==> config.mk <==
export PLATFORM = sky130hd
export DESIGN_NAME = mcdp_top
export DESIGN_NICKNAME = d
export VERILOG_FILES = /design/src/rtl/mcdp_pkg.sv /design/src/rtl/mcdp_alu.sv /design/src/rtl/mcdp_regfile.sv /design/src/rtl/mcdp_pc.sv /design/src/rtl/mcdp_top.sv
export SDC_FILE = /design/constraint.sdc
export NUM_CORES = 2
export LEC_CHECK = 0
export BUFFER_PORTS_ARGS = -buffer_cell sky130_fd_sc_hd__buf_4
export CAP_MARGIN = 20
export CELL_PAD_IN_SITES_DETAIL_PLACEMENT = 0
export CELL_PAD_IN_SITES_GLOBAL_PLACEMENT = 1
export CORE_ASPECT_RATIO = 0.8
export CORE_MARGIN = 3
export CORE_UTILIZATION = 45
export CTS_BUF_LIST = sky130_fd_sc_hd__clkbuf_8
export CTS_CLUSTER_DIAMETER = 30
export CTS_CLUSTER_SIZE = 10
export DETAILED_ROUTE_END_ITERATION = 7
export PLACE_DENSITY_LB_ADDON = 0.1
export SYNTH_ARGS = -nofsm -noshare
export SYNTH_HDL_FRONTEND = slang
export SYNTH_SLANG_ARGS = --single-unit
==> constraint.sdc <==
create_clock -name clk -period 8.25 [get_ports clk]
set_input_delay 1.2375 -clock clk [delete_from_list [all_inputs] [get_ports clk]]
set_output_delay 1.2375 -clock clk [all_outputs]
set_load 0.02 [all_outputs]
==> src/rtl/mcdp_pkg.sv <==
package mcdp_pkg;
  typedef enum logic [2:0] {
    ALU_ADD  = 3'd0,
    ALU_SUB  = 3'd1,
    ALU_AND  = 3'd2,
    ALU_OR   = 3'd3,
    ALU_SLT  = 3'd4,
    ALU_XOR  = 3'd5,
    ALU_NOR  = 3'd6,
    ALU_SLTU = 3'd7
  } alu_op_e;

  typedef enum logic [1:0] {
    OPB_REG    = 2'd0,
    OPB_FOUR   = 2'd1,
    OPB_IMM    = 2'd2,
    OPB_IMM_X4 = 2'd3
  } opb_sel_e;

  typedef enum logic [1:0] {
    NPC_ALU  = 2'd0,
    NPC_HELD = 2'd1,
    NPC_JUMP = 2'd2,
    NPC_ALT  = 2'd3
  } npc_sel_e;
endpackage

==> src/rtl/mcdp_alu.sv <==
module mcdp_alu
  import mcdp_pkg::*;
#(
  parameter int XLEN = 32
) (
  input  alu_op_e         op,
  input  logic [XLEN-1:0] a,
  input  logic [XLEN-1:0] b,
  output logic [XLEN-1:0] y,
  output logic            zero
);
  always_comb begin
    unique case (op)
      ALU_ADD:  y = a + b;
      ALU_SUB:  y = a - b;
      ALU_AND:  y = a & b;
      ALU_OR:   y = a | b;
      ALU_SLT:  y = {{(XLEN-1){1'b0}}, ($signed(a) < $signed(b))};
      ALU_XOR:  y = a ^ b;
      ALU_NOR:  y = ~(a | b);
      ALU_SLTU: y = {{(XLEN-1){1'b0}}, (a < b)};
      default:  y = '0;
    endcase
  end

  assign zero = (y == '0);
endmodule

==> src/rtl/mcdp_regfile.sv <==
module mcdp_regfile #(
  parameter int XLEN  = 32,
  parameter int NREGS = 32,
  localparam int RAW  = $clog2(NREGS)
) (
  input  logic            clk,
  input  logic            we,
  input  logic [RAW-1:0]  waddr,
  input  logic [XLEN-1:0] wdata,
  input  logic [RAW-1:0]  raddr_a,
  input  logic [RAW-1:0]  raddr_b,
  output logic [XLEN-1:0] rdata_a,
  output logic [XLEN-1:0] rdata_b
);
  logic [XLEN-1:0] cells [NREGS];
  logic [XLEN-1:0] a_q, b_q;
  logic            a_is_r0, b_is_r0;

  // Write port; the read registers double as the operand registers.
  always_ff @(posedge clk) begin
    if (we && (waddr != '0)) cells[waddr] <= wdata;
    a_q     <= cells[raddr_a];
    b_q     <= cells[raddr_b];
    a_is_r0 <= (raddr_a == '0);
    b_is_r0 <= (raddr_b == '0);
  end

  assign rdata_a = a_is_r0 ? '0 : a_q;
  assign rdata_b = b_is_r0 ? '0 : b_q;


  r0_read_chk: assert property (@(posedge clk) (raddr_a == '0) |=> (rdata_a == '0));
endmodule

==> src/rtl/mcdp_pc.sv <==
module mcdp_pc #(
  parameter int XLEN = 32
) (
  input  logic            clk,
  input  logic            rst,
  input  logic            wr,
  input  logic            wr_cond,
  input  logic            zero,
  input  logic [XLEN-1:0] npc,
  output logic [XLEN-1:0] pc
);
  logic load;
  assign load = wr | (wr_cond & zero);

  always_ff @(posedge clk) begin
    if (rst)       pc <= '0;
    else if (load) pc <= npc;
  end


  pc_reset_chk: assert property (@(posedge clk) rst |=> (pc == '0));

  pc_hold_chk: assert property (@(posedge clk) disable iff (rst)
    (!wr && !(wr_cond && zero)) |=> $stable(pc));
endmodule

==> src/rtl/mcdp_top.sv <==
module mcdp_top
  import mcdp_pkg::*;
#(
  parameter int XLEN  = 32,
  parameter int NREGS = 32
) (
  input  logic             clk,
  input  logic             rst,
  input  logic             pc_wr,
  input  logic             pc_wr_cond,
  input  logic             addr_from_alu,
  input  logic             ir_load,
  input  logic             opa_from_reg,
  input  logic [1:0]       opb_sel,
  input  logic [2:0]       alu_op,
  input  logic [1:0]       npc_sel,
  input  logic             rf_we,
  input  logic             dst_from_rd,
  input  logic             wb_from_mdr,
  input  logic [XLEN-1:0]  mem_rdata,
  output logic [XLEN-1:0]  mem_addr,
  output logic [XLEN-1:0]  mem_wdata,
  output logic [5:0]       opcode,
  output logic [5:0]       funct,
  output logic             alu_zero
);
  localparam int RAW  = $clog2(NREGS);
  localparam int IMMW = 16;
  localparam int JIDW = 26;

  logic [XLEN-1:0] pc, ir, mdr, alu_q;
  logic [XLEN-1:0] opnd_a, opnd_b;
  logic [XLEN-1:0] alu_in_a, alu_in_b, alu_y, npc;
  logic [XLEN-1:0] imm_sx, jump_tgt, wb_data;
  logic [RAW-1:0]  dst_reg;

  // Instruction register: loads only on request.
  always_ff @(posedge clk) begin
    if (rst)          ir <= '0;
    else if (ir_load) ir <= mem_rdata;
  end

  // Intermediate registers load every edge.
  always_ff @(posedge clk) begin
    if (rst) begin
      mdr   <= '0;
      alu_q <= '0;
    end else begin
      mdr   <= mem_rdata;
      alu_q <= alu_y;
    end
  end

  assign imm_sx   = {{(XLEN-IMMW){ir[IMMW-1]}}, ir[IMMW-1:0]};
  assign jump_tgt = {pc[XLEN-1 -: 4], ir[JIDW-1:0], 2'b00};
  assign dst_reg  = dst_from_rd ? ir[11 +: RAW] : ir[16 +: RAW];
  assign wb_data  = wb_from_mdr ? mdr : alu_q;

  mcdp_regfile #(.XLEN(XLEN), .NREGS(NREGS)) rf_i (
    .clk     (clk),
    .we      (rf_we),
    .waddr   (dst_reg),
    .wdata   (wb_data),
    .raddr_a (ir[21 +: RAW]),
    .raddr_b (ir[16 +: RAW]),
    .rdata_a (opnd_a),
    .rdata_b (opnd_b)
  );

  assign alu_in_a = opa_from_reg ? opnd_a : pc;

  always_comb begin
    unique case (opb_sel_e'(opb_sel))
      OPB_REG:    alu_in_b = opnd_b;
      OPB_FOUR:   alu_in_b = XLEN'(4);
      OPB_IMM:    alu_in_b = imm_sx;
      OPB_IMM_X4: alu_in_b = {imm_sx[XLEN-3:0], 2'b00};
      default:    alu_in_b = opnd_b;
    endcase
  end

  mcdp_alu #(.XLEN(XLEN)) alu_i (
    .op   (alu_op_e'(alu_op)),
    .a    (alu_in_a),
    .b    (alu_in_b),
    .y    (alu_y),
    .zero (alu_zero)
  );

  always_comb begin
    unique case (npc_sel_e'(npc_sel))
      NPC_HELD: npc = alu_q;
      NPC_JUMP: npc = jump_tgt;
      default:  npc = alu_y;
    endcase
  end

  mcdp_pc #(.XLEN(XLEN)) pc_i (
    .clk     (clk),
    .rst     (rst),
    .wr      (pc_wr),
    .wr_cond (pc_wr_cond),
    .zero    (alu_zero),
    .npc     (npc),
    .pc      (pc)
  );

  assign mem_addr  = addr_from_alu ? alu_q : pc;
  assign mem_wdata = opnd_b;
  assign opcode    = ir[31:26];
  assign funct     = ir[5:0];


  ir_hold_chk: assert property (@(posedge clk) disable iff (rst)
    !ir_load |=> $stable(ir));

  alu_zero_chk: assert property (@(posedge clk) disable iff (rst)
    (alu_op == 3'd1) |-> (alu_zero == (alu_in_a == alu_in_b)));

  pc_load_chk: assert property (@(posedge clk) disable iff (rst)
    pc_wr |=> (pc == $past(npc)));

  mdr_load_chk: assert property (@(posedge clk) disable iff (rst)
    1'b1 |=> (mdr == $past(mem_rdata)));
endmodule

==> results.sh <==
export IMPL_core_rowCount=120
export IMPL_die_w_um=420
export IMPL_htree_num_levels=4
export IMPL_synth_warnings=0
export IMPL_regToRegSetupSlack_ns=1.83
export IMPL_dp_hpwl_um=128000
export IMPL_post_cts_buffers=0
export IMPL_rsz0062_at_grt="no"
export IMPL_wl_per_cell_um=34.8
export IMPL_cts_hold_buf=0
export IMPL_via_per_inst=6.51
export IMPL_start_util_pct=45.7
export IMPL_period_share_pct=99.1
export IMPL_path_max_fanout=19
export IMPL_synthAdderAreaFrac_pct=2.05
export IMPL_required_ns=7.01
export IMPL_hold_slack_ns=0.478
export IMPL_min_path_cells=2
export IMPL_synth_top_cells_by_area="edfxtp_1, mux4_2, dfxtp_1"
export IMPL_ioPinCount=126
export IMPL_clk_pin_slew_worst_paths_ns=0.06
export IMPL_fp_dieH_um=337
export IMPL_reg2regPathDepth=18
export IMPL_drive_gt1_share_pct=31.3
export IMPL_drtIter0Drc=5200
export IMPL_clock_sinks=1218
export IMPL_r2r_end="pc_i.pc[8]"
export IMPL_grt_max_degree=132
export IMPL_dpl_cell_area_um2=65100
export IMPL_synth_seq_cells=1218
export IMPL_final_max_slew_viol_count=0
export IMPL_hold_viol_final=0
export IMPL_postSynth_asyncResetShare_pct=0
export IMPL_finalWorstPathRequiredPeriod_ns=8.18
export IMPL_drcViolationCount=0
export IMPL_synthMuxAreaShare_pct=25.2
export IMPL_die_area_um2=142000
export IMPL_cts_buffer_depth=3
export IMPL_hold_path_end="pc_i.pc[12]"
export IMPL_finalSetupTns_ns=0
export IMPL_syn_area_um2=61800
export IMPL_cts_tree="done"
export IMPL_hp_start="pc_i.pc[12]"
export IMPL_place_congestion=0.974
export IMPL_max_clock_freq_mhz=122
export IMPL_clkLatencyLatePin_ns=0.95
export IMPL_grt_usage_pct=30.3
export IMPL_numCtsBuffers=220
export IMPL_power_mw=16.5
export IMPL_post_cts_resized=0
export IMPL_first_pass_iters=6
export IMPL_grt_remaining_overflow=0
export IMPL_yosys_area_share_simple_pct=5.46
export IMPL_synth_ff_type="edfxtp_1"
export IMPL_cp_end_kind="output pin"
export IMPL_crit_type="in2out"
export IMPL_final_nets=4343
export IMPL_start_kind="primary input"
export IMPL_vias=40100
export IMPL_antenna_found_initial=1
export IMPL_worstPathArrival_ns=6.94
export IMPL_fin_ws_ns=0.0744
export IMPL_core_um2=135000
export IMPL_status="completed"
export IMPL_synth_top_area_share_pct=49.8
export IMPL_setup_violations=0
export IMPL_tightest_slew_ns=1.12
export IMPL_syn_inst=4003
export IMPL_synth_top_family_by_area="multiplexers"
export IMPL_syn_area_per_cell_um2=15.4
export IMPL_fin_worst_skew_ns=0.0508
export IMPL_wl_um=214000
export IMPL_synth_compound_area_share_pct=7.91
export IMPL_synthDistinctLibCells=106
export IMPL_ant_nets=0
export IMPL_postLayoutCellArea_um2=70100
export IMPL_hold_class="reg2reg"
export IMPL_cts_root_buf="clkbuf_8"
export IMPL_synth_top_cell_by_area="edfxtp_1"
export IMPL_rr_startpoint="rf_i.b_is_r0"
export IMPL_slew_headroom_pct=25.2
export IMPL_grt_pass1_vias=39100
export IMPL_p_per_area_nw_per_um2=235
export IMPL_dp_slack_ns=0.309
export IMPL_synth_xor_area_share_pct=0.113
export IMPL_area_growth_pct=13.5
export IMPL_portBuffers=125
export IMPL_synth_edf_count=1024
export IMPL_fillers=11300
export IMPL_vdd_drop_max_mv=0.207
export IMPL_grt_pass1_wl_um=300000
export IMPL_ys_seq_area_share_pct=56.1
export IMPL_max_cap_violations=0
export IMPL_p_leak_nw=23.5
[layout by cell type, fill, tap and decap left out, drive strengths merged, types with 61 or more instances in the layout]
cell    Yosys  final
edfxtp   1024   1024
mux4      560    560
buf       105    254
clkbuf    206    227
inv       148    200
dfxtp     194    194
nor2      184    184
mux2i     169    169
nand2     163    163
a21oi     153    153
o21ai     141    141
mux2      114    114
nor2b     100    100
ha         98     98
clkinv      0     79
nand2b     61     61
[power breakdown]
| group | internal (mW) | switching, mW |
|---|---|---|
| registers | 6.97 | 0.153 |
| clock network | 3.64 | 2.78 |
| logic | 1.07 | 1.83 |
[cell type report]
class	count	area (µm²)	share of cell area, %
multi-input combinational	2352	25600	36.5
clock inverter	188	1890	2.70
inverter	148	556	0.793
tap	1769	2210	3.16
antenna	2	5.00	0.00714
clock buffer	227	3120	4.46
timing repair buffer	254	2020	2.88
sequential	1218	34700	49.5
[cells in the mapped netlist, drive strengths merged, types with 6 or more instances]
cell,count
a22o,8
o211a,6
a22oi,12
edfxtp,1024
and3,14
o311ai,8
or2,8
a221o,8
mux2i,169
and2,14
nor4,9
o221ai,35
o21ai,141
nor3,28
o21a,19
nor3b,7
nand2,163
mux4,560
buf,105
nor2b,100
dfxtp,194
nor2,184
o31ai,18
o211ai,33
xnor2,7
or3,8
nand3,22
a221oi,57
o31a,8
a31oi,22
clkbuf,206
a211oi,24
a211o,46
nand2b,61
o21bai,6
a21o,20
ha,98
mux2,114
a21oi,153
nand4,11
o22ai,36
inv,148
[cell families after synthesis]
group           Yosys count
compound gates          708
mux                     843
flops                  1218
other cells               1
fa+ha+maj               100
buf+inv                 464
xor+xnor                  8
simple gates            661
[layer usage]
layer	track usage [%]	routed length, µm	vias up
met5	0	0	-
li1	-	-	16600
met4	8.33	5810	0
met2	44.7	94500	1927
met3	5.79	17800	314
met1	45.8	96100	21200
[worst max-delay path by stage]
| stage | start | end | cells after the start |
|---|---|---|---|
| 2_1_floorplan | opb_sel[0] | alu_zero | 16 |
| 3_3_place_gp | opb_sel[0] | alu_zero | 16 |
| 3_5_place_dp | opb_sel[0] | alu_zero | 16 |
| 4_1_cts | opb_sel[0] | alu_zero | 16 |
| 5_1_grt | opb_sel[0] | alu_zero | 16 |
| 6_report | opb_sel[0] | alu_zero | 16 |
[stage by stage]
stage,util (%),std cells
final,51.9,6158
after global routing,51.9,6156
after CTS,51.9,6155
after detailed placement,48.1,5740
after global placement,48.1,5739
after floorplan,-,4034
[state kept, by name, summed over array words and instances (netlist names)]
signal / count
rf_i.a_q: 32
mdr: 32
rf_i.b_is_r0: 1
ir: 32
rf_i.cells: 1024
rf_i.b_q: 32
rf_i.a_is_r0: 1
pc_i.pc: 32
alu_q: 32
[worst max-delay path, stage by stage]
cell and delay, ns:
buf_4 0.21, nor2_2 0.55, buf_4 0.41, a22oi_1 0.19, ha_1 0.45, nor3b_1 0.48, or4b_1 0.49, a21oi_1 0.66
o41ai_1 0.28, o211ai_1 0.28, a22oi_1 0.12, a211oi_1 0.58, nand4bb_4 0.17, nor4_4 0.45, and2_2 0.21, buf_4 0.13
Power figures use the tool's default switching activity.
